[src/rtl/irq_prio_pkg.sv]
`timescale 1ns/1ps
package irq_prio_pkg;

  // Held winner: presence, kind flags and vector low byte
  typedef struct packed {
    logic       hit;
    logic       xnmi;
    logic       irq;
    logic [7:0] vlow;
  } win_t;

  // Maskable sources step downward from the top vector
  function automatic logic [7:0] mask_vec(input logic [7:0] top, input int idx);
    return 8'(int'(top) - 2 * idx);
  endfunction

  // Non-maskable sources sit above the top vector, highest first
  function automatic logic [7:0] nmi_vec(input logic [7:0] top, input int idx, input int n);
    return 8'(int'(top) + 2 * (n - idx));
  endfunction

endpackage

[src/rtl/irq_pin_cond.sv]
`timescale 1ns/1ps
module irq_pin_cond (
  input  logic clk,
  input  logic rst,
  input  logic pin_n,
  input  logic edge_mode,
  input  logic clr_pend,
  output logic irq_act
);
  logic smp0, smp1, pend;
  logic fall;

  assign fall = smp1 & ~smp0;

  always_ff @(posedge clk) begin
    if (rst) begin
      smp0 <= 1'b1;
      smp1 <= 1'b1;
      pend <= 1'b0;
    end else begin
      smp0 <= pin_n;
      smp1 <= smp0;
      if (!edge_mode)
        pend <= 1'b0;
      else if (fall)
        pend <= 1'b1;
      else if (clr_pend)
        pend <= 1'b0;
    end
  end

  // level: two consecutive low samples; edge: latched pending
  assign irq_act = edge_mode ? pend : (~smp0 & ~smp1);

endmodule

[src/rtl/irq_mask_ctrl.sv]
`timescale 1ns/1ps
module irq_mask_ctrl #(
  parameter logic [7:0] VEC_TOP = 8'hF2
) (
  input  logic       clk,
  input  logic       rst,
  input  logic       sw_wr,
  input  logic       sw_x,
  input  logic       sw_i,
  input  logic       prio_wr,
  input  logic [7:1] prio_wdata,
  input  logic       accept,
  input  logic       accept_x,
  output logic       mask_i,
  output logic       mask_x,
  output logic [7:1] psel
);
  localparam logic [7:1] PSEL_RST = VEC_TOP[7:1];

  always_ff @(posedge clk) begin
    if (rst) begin
      mask_i <= 1'b1;
      mask_x <= 1'b1;
      psel   <= PSEL_RST;
    end else begin
      if (sw_wr) begin
        mask_i <= sw_i;
        mask_x <= mask_x & sw_x;
      end
      if (accept) begin
        mask_i <= 1'b1;
        if (accept_x)
          mask_x <= 1'b1;
      end
      if (prio_wr && mask_i)
        psel <= prio_wdata;
    end
  end

endmodule

[src/rtl/irq_prio_arb.sv]
`timescale 1ns/1ps
module irq_prio_arb
  import irq_prio_pkg::*;
#(
  parameter int         N_MASK  = 27,
  parameter int         N_NMI   = 3,
  parameter logic [7:0] VEC_TOP = 8'hF2
) (
  input  logic [N_MASK-1:0] mreq,
  input  logic [N_MASK-1:0] men,
  input  logic              mask_i,
  input  logic              mask_x,
  input  logic [N_NMI-1:0]  nmi_req,
  input  logic [7:1]        psel,
  output win_t              win
);
  localparam int XNMI = N_NMI - 1;

  logic [N_MASK-1:0] mact;
  int                pdist;
  logic              promo_ok;
  int                promo_idx;

  assign mact = mreq & men & {N_MASK{~mask_i}};

  always_comb begin
    pdist     = int'(VEC_TOP) - int'({psel, 1'b0});
    promo_ok  = (pdist >= 0) && (pdist < 2 * N_MASK);
    promo_idx = pdist / 2;
  end

  always_comb begin
    win = '0;
    // default order: lower index wins (last assignment sticks)
    for (int i = N_MASK - 1; i >= 0; i--) begin
      if (mact[i]) begin
        win.hit  = 1'b1;
        win.irq  = (i == 0);
        win.xnmi = 1'b0;
        win.vlow = mask_vec(VEC_TOP, i);
      end
    end
    // promoted source overrides the default order
    for (int i = 0; i < N_MASK; i++) begin
      if (promo_ok && (i == promo_idx) && mact[i]) begin
        win.hit  = 1'b1;
        win.irq  = (i == 0);
        win.xnmi = 1'b0;
        win.vlow = mask_vec(VEC_TOP, i);
      end
    end
    // non-maskable lines override everything maskable
    for (int j = N_NMI - 1; j >= 0; j--) begin
      if (nmi_req[j] && ((j != XNMI) || !mask_x)) begin
        win.hit  = 1'b1;
        win.irq  = 1'b0;
        win.xnmi = (j == XNMI);
        win.vlow = nmi_vec(VEC_TOP, j, N_NMI);
      end
    end
  end

endmodule

[src/rtl/irq_prio_ctrl.sv]
`timescale 1ns/1ps
module irq_prio_ctrl
  import irq_prio_pkg::*;
#(
  parameter int         N_MASK  = 27,
  parameter int         N_NMI   = 3,
  parameter logic [7:0] VEC_TOP = 8'hF2
) (
  input  logic              clk,
  input  logic              rst,
  input  logic              irq_pin_n,
  input  logic              irq_edge_mode,
  input  logic [N_MASK-1:1] src_req,
  input  logic [N_MASK-1:0] src_en,
  input  logic [N_NMI-1:0]  nmi_req,
  input  logic              mask_wr,
  input  logic              mask_wr_x,
  input  logic              mask_wr_i,
  input  logic              prio_wr,
  input  logic [7:1]        prio_wdata,
  input  logic              ack,
  output logic              vec_valid,
  output logic [15:0]       vec_addr,
  output logic              mask_i,
  output logic              mask_x
);
  logic       irq_act;
  logic       accept;
  logic [7:1] psel_q;
  win_t       win_c;
  win_t       win_q;
  logic       valid_q;

  assign accept = ack & valid_q;

  irq_pin_cond u_pin (
    .clk       (clk),
    .rst       (rst),
    .pin_n     (irq_pin_n),
    .edge_mode (irq_edge_mode),
    .clr_pend  (accept & win_q.irq),
    .irq_act   (irq_act)
  );

  irq_mask_ctrl #(.VEC_TOP(VEC_TOP)) u_mask (
    .clk        (clk),
    .rst        (rst),
    .sw_wr      (mask_wr),
    .sw_x       (mask_wr_x),
    .sw_i       (mask_wr_i),
    .prio_wr    (prio_wr),
    .prio_wdata (prio_wdata),
    .accept     (accept),
    .accept_x   (win_q.xnmi),
    .mask_i     (mask_i),
    .mask_x     (mask_x),
    .psel       (psel_q)
  );

  irq_prio_arb #(.N_MASK(N_MASK), .N_NMI(N_NMI), .VEC_TOP(VEC_TOP)) u_arb (
    .mreq    ({src_req, irq_act}),
    .men     (src_en),
    .mask_i  (mask_i),
    .mask_x  (mask_x),
    .nmi_req (nmi_req),
    .psel    (psel_q),
    .win     (win_c)
  );

  // presentation register: hold until accepted, then one idle cycle
  always_ff @(posedge clk) begin
    if (rst) begin
      valid_q <= 1'b0;
      win_q   <= '0;
    end else if (accept) begin
      valid_q <= 1'b0;
    end else if (!valid_q && win_c.hit) begin
      valid_q <= 1'b1;
      win_q   <= win_c;
    end
  end

  assign vec_valid = valid_q;
  assign vec_addr  = {8'hFF, win_q.vlow};

endmodule

[config.mk]
export PLATFORM = sky130hd
export DESIGN_NAME = irq_prio_ctrl
export DESIGN_NICKNAME = d
export VERILOG_FILES = /design/src/rtl/irq_prio_pkg.sv /design/src/rtl/irq_pin_cond.sv /design/src/rtl/irq_mask_ctrl.sv /design/src/rtl/irq_prio_arb.sv /design/src/rtl/irq_prio_ctrl.sv
export SDC_FILE = /design/constraint.sdc
export NUM_CORES = 1
export LEC_CHECK = 0
export CORE_MARGIN = 2
export CORE_UTILIZATION = 45
export CTS_BUF_LIST = sky130_fd_sc_hd__clkbuf_4 sky130_fd_sc_hd__clkbuf_8 sky130_fd_sc_hd__clkbuf_16
export CTS_CLUSTER_DIAMETER = 100
export DETAILED_ROUTE_END_ITERATION = 10
export DONT_BUFFER_PORTS = 1
export PLACE_DENSITY = 0.67
export SKIP_LAST_GASP = 1
export SYNTH_ARGS = -nofsm -noshare
export SYNTH_HDL_FRONTEND = slang
export SYNTH_SLANG_ARGS = --single-unit
[constraint.sdc]
create_clock -name clk -period 2.4 [get_ports clk]
set_clock_uncertainty 0.1 [all_clocks]
set_input_delay 0.12 -clock clk [delete_from_list [all_inputs] [get_ports clk]]
set_output_delay 0.12 -clock clk [all_outputs]
set_load 0.02 [all_outputs]
==> impl_results.md, run 1 <==
- Status: finished with violations
- Failing checks: negative hold slack, negative setup slack
- WS Path Type: flip-flop to flip-flop
- Synth Register Bits: 22
- Max-cap viol count: 0
- # IOs: between 90 and 100
- Synth area leaders: dfxtp_1, nand2_1, a21oi_1, buf_4, nor2_1
- Critical path fanouts, max: 7
- Final setup fails: 6
- Post-Syn Instances: 391
- Vias in the first global route: around 3000
- DP Cell Count: 484
- Worst VDD drop: ~270 uV
- Port bufs: 0
- Skew-Pair Late Insertion Delay: ~0.27 ns
- Cell Pwr Density: just over 400 mW/mm^2
- Area share of the leading cell type in the synthesized netlist: around 16%
- Setup WS post-layout: -0.0640 ns
- Final period util: 103%
- Critical Path AT: between 2 and 3 ns
- Flop-to-flop setup slack: -0.06 ns
- Non-Filler Instances: 510
- Maximum number of pins on one net before global-route repair: 31
- Fmax achieved: 0.406 GHz
- Max clock buf depth: 2
- Starting Density: a little under half
- Ys flop type: dfxtp_1
- Die area: 0.00659 mm^2
- Final hold vios: 9
- Rel. slew slack: approximately two thirds
- Core area: ~0.0059 mm^2
- TritonCTS buffer count: 3
- TNS Setup: -0.238 ns
- Worst Setup Start Kind: flip-flop
- Cell Area, Synth: approximately 0.0027 mm^2
- Final Max Tran Viols: 0
- Die height: approximately 80 um
- CP Capture Type: flip-flop
- Total power: roughly 1.4 mW
- Area grow syn2layout: 26.1%
- CTS tree: yes
- RSZ-0062 raised after global routing: true
- Area leader, netlist: dfxtp_1
- Cell row count: 28
- 1st-iter DRT viols: between 300 and 400
- Sequential fraction of the synthesis area: ~16%
- P_leak: 1.27 nW
- CTS H-Tree Depth: 1
- Via count: about 3300
- Vias per Instance: between 6 and 7
- Mean post-synth cell area: 6.85 um^2
- Post-layout nets: 510
- Most frequent cells after synthesis: nand2_1, nor2_1, a21oi_1
- Share of layout cells above drive strength 1: a little over a fifth
- Reg clk slew, reported paths: roughly 0.080 ns
- Post-DP HPWL: 7.15 mm
- Die W: approximately 80 um
- CTS Hold Bufs: 16
- Unique masters post-synth: 70
- Initial antenna violation count: 0
- First-pass GRT wire length: about 14 mm
- Drt wl/cell: 18.4 um
- Fin crit period: 2.46 ns
- Async SR Flop Fraction: 0%
- Core Util, Final: a little under 60%
- Global router's overall resource usage: between 20% and 30%
- Inserted Diodes: 0
- Root buffer cell: clkbuf_8
- Clock sinks: 22
- Slew @ Worst Pin: 0.524 ns
- Detailed Route WL: roughly 9.4 mm
- Worst EP required: ~2.5 ns
- Post-synth EDFFs: 0
- Number of routed nets with antenna violations: 0
- Worst Hold Class: input port to flip-flop
- Most frequent cell after synthesis: nand2_1
- Number of remaining DRC errors: 0
- Grt total ovfl: 0
- Placer Congestion: about 1.0
- Hold WS: -0.194 ns
- YS warnings: 0
- Initial DRT Pass Iterations: 5
## cells by family after synthesis
logic type | share of synthesized area (%)
AND/OR/NAND/NOR | 35.4
AO/OA/AOI/OAI | 35.6
buffers and inverters | 9.24
flip-flops | 16.4
XOR/XNOR | 1.26
adder cells (fa/ha/maj) | 0.934
other | 0.280
multiplexers | 0.840
## placed cells by master (no fill, tap or decap), drive strengths merged, types with 12 or more instances in the layout
master       instances
a21oi               31
a31oi               12
buf                 52
dfxtp               22
dlygate4sd3         16
nand2               53
nand3               22
nor2                34
nor3                14
o21ai               27
## report_power, final
group | total (mW) | leakage (nW) | switching (mW) | internal [mW]
combinational | 0.673 | 1.05 | 0.367 | 0.306
sequential | 0.455 | 0.182 | 0.0623 | 0.393
clock | 0.274 | 0.0288 | 0.127 | 0.147
## repair_timing
action,4_1_cts,5_1_grt
hold endpoints to repair,22,9
pin swaps,1,10
endpoints found under the setup margin,9,9
resized for setup,5,17
setup buffers,0,6
## worst paths after layout
kind,end,cells after the start,startpoint
setup / recovery,vec_addr[1]$_SDFFE_PP0P_,9,u_mask.psel[2]$_SDFFE_PP0P_
setup reg to reg,vec_addr[1]$_SDFFE_PP0P_,9,u_mask.psel[2]$_SDFFE_PP0P_
hold / removal,win_q[8]$_SDFFE_PP0P_,1,rst
hold reg to reg,win_q[8]$_SDFFE_PP0P_,2,win_q[8]$_SDFFE_PP0P_
## state kept, by name, indices dropped and copies added (netlist names)
name           flops
u_mask.mask_i      1
u_pin.smp1         1
u_mask.mask_x      1
u_mask.psel        7
vec_valid          1
vec_addr           7
u_pin.pend         1
win_q              2
u_pin.smp0         1
## metrics by stage
stage	cell area, um^2	hold WS, ns	setup slack (ns)
floorplan	2780	0.119	-0.0788
global placement	3020	0.0934	-0.0777
detailed placement	3020	0.0966	-0.125
CTS	3240	-0.192	-0.0337
global route	3380	-0.202	-0.174
finish	3380	-0.194	-0.0640
## final cells by class
class | count | area [um^2]
Clock buffer | 4 | 55.1
Fill cell | 557 | 2470
Inverter | 8 | 35.0
Sequential cell | 22 | 447
Multi-Input combinational cell | 333 | 2170
Timing Repair Buffer | 68 | 576
Tap cell | 75 | 93.8
## routing by layer
metal  wire length, um  share of wire, %  vias up  track usage [%]
li1                  -                 -     1548                -
met1              3760                40     1533             36.7
met2              4510                48      183             46.0
met3               810               8.7       26             4.22
met4               282               3.0        0             7.63
met5                 0                 0        -                0
## critical path, stage by stage, from the launching register on
cell and delay [ns]:
dfxtp_4 0.37, inv_6 0.06, ha_4 0.17, or3b_4 0.43
a21oi_4 0.21, o31ai_4 0.13, nor3_2 0.22, a21oi_1 0.08
o31a_1 0.27, o41ai_2 0.33
(Power assumes the default switching activity.)
==> inputs of run 2 (changes only) <==
--- a/config.mk
+++ b/config.mk
@@ -6,12 +6,12 @@
 export NUM_CORES = 1
 export LEC_CHECK = 0
 export CORE_MARGIN = 2
-export CORE_UTILIZATION = 45
+export CORE_UTILIZATION = 50
 export CTS_BUF_LIST = sky130_fd_sc_hd__clkbuf_4 sky130_fd_sc_hd__clkbuf_8 sky130_fd_sc_hd__clkbuf_16
 export CTS_CLUSTER_DIAMETER = 100
 export DETAILED_ROUTE_END_ITERATION = 10
 export DONT_BUFFER_PORTS = 1
-export PLACE_DENSITY = 0.67
+export PLACE_DENSITY = 0.73
 export SKIP_LAST_GASP = 1
 export SYNTH_ARGS = -nofsm -noshare
 export SYNTH_HDL_FRONTEND = slang
==> run 2 against run 1 <==
  * The run ends with negative setup slack left
  * Final area fell by 2.4%
  * Largest power group unchanged
  * Critical endpoint unchanged
  * Core utilization up 6.4 points
  * Cell count fell by 2.2%
  * Critical path depth unchanged
  * Global-route usage is 2.6 points higher
  * Highest routed layer unchanged
==> impl_results.md, run 2 (same netlist as run 1, synthesis figures left out) <==
- Via count: 3335 (+1.4%)
- Worst EP required: 2.48 ns (about the same)
- Final setup fails: 3 (-3)
- Max stage delay on crit path: 0.44 ns (about the same)
- Cell Pwr Density: 442 mW/mm^2 (+6.5%)
- # IOs: 91 (unchanged)
- Worst Hold Class: input port to flip-flop
- Drt wl/cell: 18.9 um (+2.9%)
- Number of routed nets with antenna violations: 0 (unchanged)
- Beginning of the critical path: u_mask.psel[2]$_SDFFE_PP0P_
- Reg clk slew, reported paths: 0.09 ns (about the same)
- Initial DRT Pass Iterations: 5 (unchanged)
- Final hold vios: 0 (-9)
- Share of layout cells above drive strength 1: 18.9% (-2.5 points)
- Maximum number of pins on one net before global-route repair: 31 (unchanged)
- Worst path cell trace: inv_6, ha_4, or3b_4, a31oi_4, o311ai_4, o21ai_4, o21bai_4, buf_4, o41ai_2
- Placer Congestion: 0.966 (-6.0%)
- Hold WS: 0.0855 ns (+0.280 ns)
- Grt total ovfl: 0 (unchanged)
- Final instance area: 0.00330 mm^2 (-2.4%)
- Port bufs: 0 (unchanged)
- Status: finished with violations
- 1st-iter DRT viols: 322 (+2.2%)
- Detailed Route WL: 9.42 mm (+0.65%)
- Vias in the first global route: 3094 (+3.9%)
- Final period util: 102% (-0.65 points)
- Cell row count: 26 (-7.1%)
- Number of remaining DRC errors: 0 (unchanged)
- Area grow syn2layout: 23.0%
- Rel. slew slack: 63.7% (-1.2 points)
- DP Cell Count: 469 (-3.1%)
- Max-cap viol count: 0 (unchanged)
- Non-Filler Instances: 499 (-2.2%)
- Failing checks: negative setup slack
- P_leak: 1.24 nW (-2.4%)
- First-pass GRT wire length: 14.6 mm (+2.3%)
- Critical path fanouts, max: 9 (+2)
- Critical Path AT: 2.53 ns (-0.02 ns)
- Delay-heaviest family, CP: compound AO/OA/AOI/OAI gates
- Crit path max-delay cell type: or3b_4
- Initial antenna violation count: 0 (unchanged)
- Hold_sp: nmi_req[1]
- Area after DPL: 0.00293 mm^2 (-3.1%)
- Max clock buf depth: 2 (unchanged)
- Inserted Diodes: 0 (unchanged)
- Skew-Pair Late Insertion Delay: 0.27 ns (about the same)
- Die height: 77.2 um (-4.9%)
- Worst VDD drop: 391 uV (+47%)
- CTS tree: yes
- Pre-CTS WS: -0.00899 ns (+0.116 ns)
- Final Max Tran Viols: 0 (unchanged)
- Global router's overall resource usage: 30.1% (+2.6 points)
- Most common cell after layout, fill and taps aside: nand2_1
- Vias per Instance: 6.68 (+3.6%)
- Fin crit period: 2.45 ns (-0.0155 ns)
- Die W: 77.2 um (-4.9%)
- Core area: 0.00514 mm^2 (-12%)
- Setup WS post-layout: -0.0485 ns (+0.0155 ns)
- Commonest cells after routing, fill and taps aside: nand2_1, buf_4, nor2_1, a21oi_1, o21ai_0
- WP buf/inv: 2 (+1)
- TNS Setup: -0.0842 ns (+0.154 ns)
- Post-DP HPWL: 6.84 mm (-4.3%)
- Worst Setup Start Kind: flip-flop
- Clock sinks: 22 (unchanged)
- Root buffer cell: clkbuf_8
- Fmax achieved: 0.408 GHz (+0.63%)
- R2R Path Start: u_mask.psel[2]$_SDFFE_PP0P_
- Core Util, Final: 64.1% (+6.4 points)
- Post-layout nets: 504 (-1.2%)
- Slew @ Worst Pin: 0.530 ns (+0.00593 ns)
- Starting Density: 52.1% (+6.3 points)
- CTS H-Tree Depth: 1 (unchanged)
- TritonCTS buffer count: 3 (unchanged)
- CP Capture Type: flip-flop
- Die area: 0.00596 mm^2 (-9.5%)
- WS Path Type: flip-flop to flip-flop
- Total power: 1.46 mW (+3.9%)
- RSZ-0062 raised after global routing: true
==> run 2: what timing repair did <==
item	4_1_cts	5_1_grt
pin swaps	3	4
endpoints found under the setup margin	4	10
hold endpoints to repair	22	0
gates cloned	0	1
resized for setup	1	11
setup buffers	0	7
hold buffers	18	0
==> run 2: final timing paths <==
path	end	slack (ns)	cells past startpoint
setup / recovery	vec_addr[1]$_SDFFE_PP0P_	-0.05	9
hold reg to reg	win_q[8]$_SDFFE_PP0P_	0.37	2
hold / removal	vec_addr[1]$_SDFFE_PP0P_	0.09	3
setup reg to reg	vec_addr[1]$_SDFFE_PP0P_	-0.05	9
==> run 2: power by group <==
| group | internal [mW] | switching [mW] | total (mW) |
|---|---|---|---|
| Sequential | 0.394 | 0.0564 | 0.450 |
| Clock | 0.223 | 0.126 | 0.349 |
| Combinational | 0.290 | 0.367 | 0.657 |
| Total | 0.907 | 0.549 | 1.46 |
==> run 2: final cells by class <==
cell class              instances  area, um^2
clock buffers                   3        41.3
clock inverters                 1        30.0
fillers                       475        1840
inverters                       8        35.0
multi-input cells             334        2140
flip-flops and latches         22         445
well taps                      70        87.6
repair buffers                 61         515
==> run 2: routing by layer <==
| layer | share of wire (%) | track usage (%) | vias to the layer above |
|---|---|---|---|
| li1 | - | - | 1545 |
| met3 | 9.4 | 6.94 | 26 |
| met5 | 0 | 0 | - |
| met4 | 2.5 | 7.68 | 0 |
| met1 | 42 | 39.2 | 1555 |
| met2 | 46 | 50.1 | 209 |
==> run 2: worst register-to-register path, cell delays in order (launching register included) <==
cell and delay (ns):
dfxtp_2 0.36, inv_6 0.07, ha_4 0.20, or3b_4 0.44, a31oi_4 0.20, o311ai_4 0.15, o21ai_4 0.30, o21bai_4 0.12
buf_4 0.15, o41ai_2 0.29
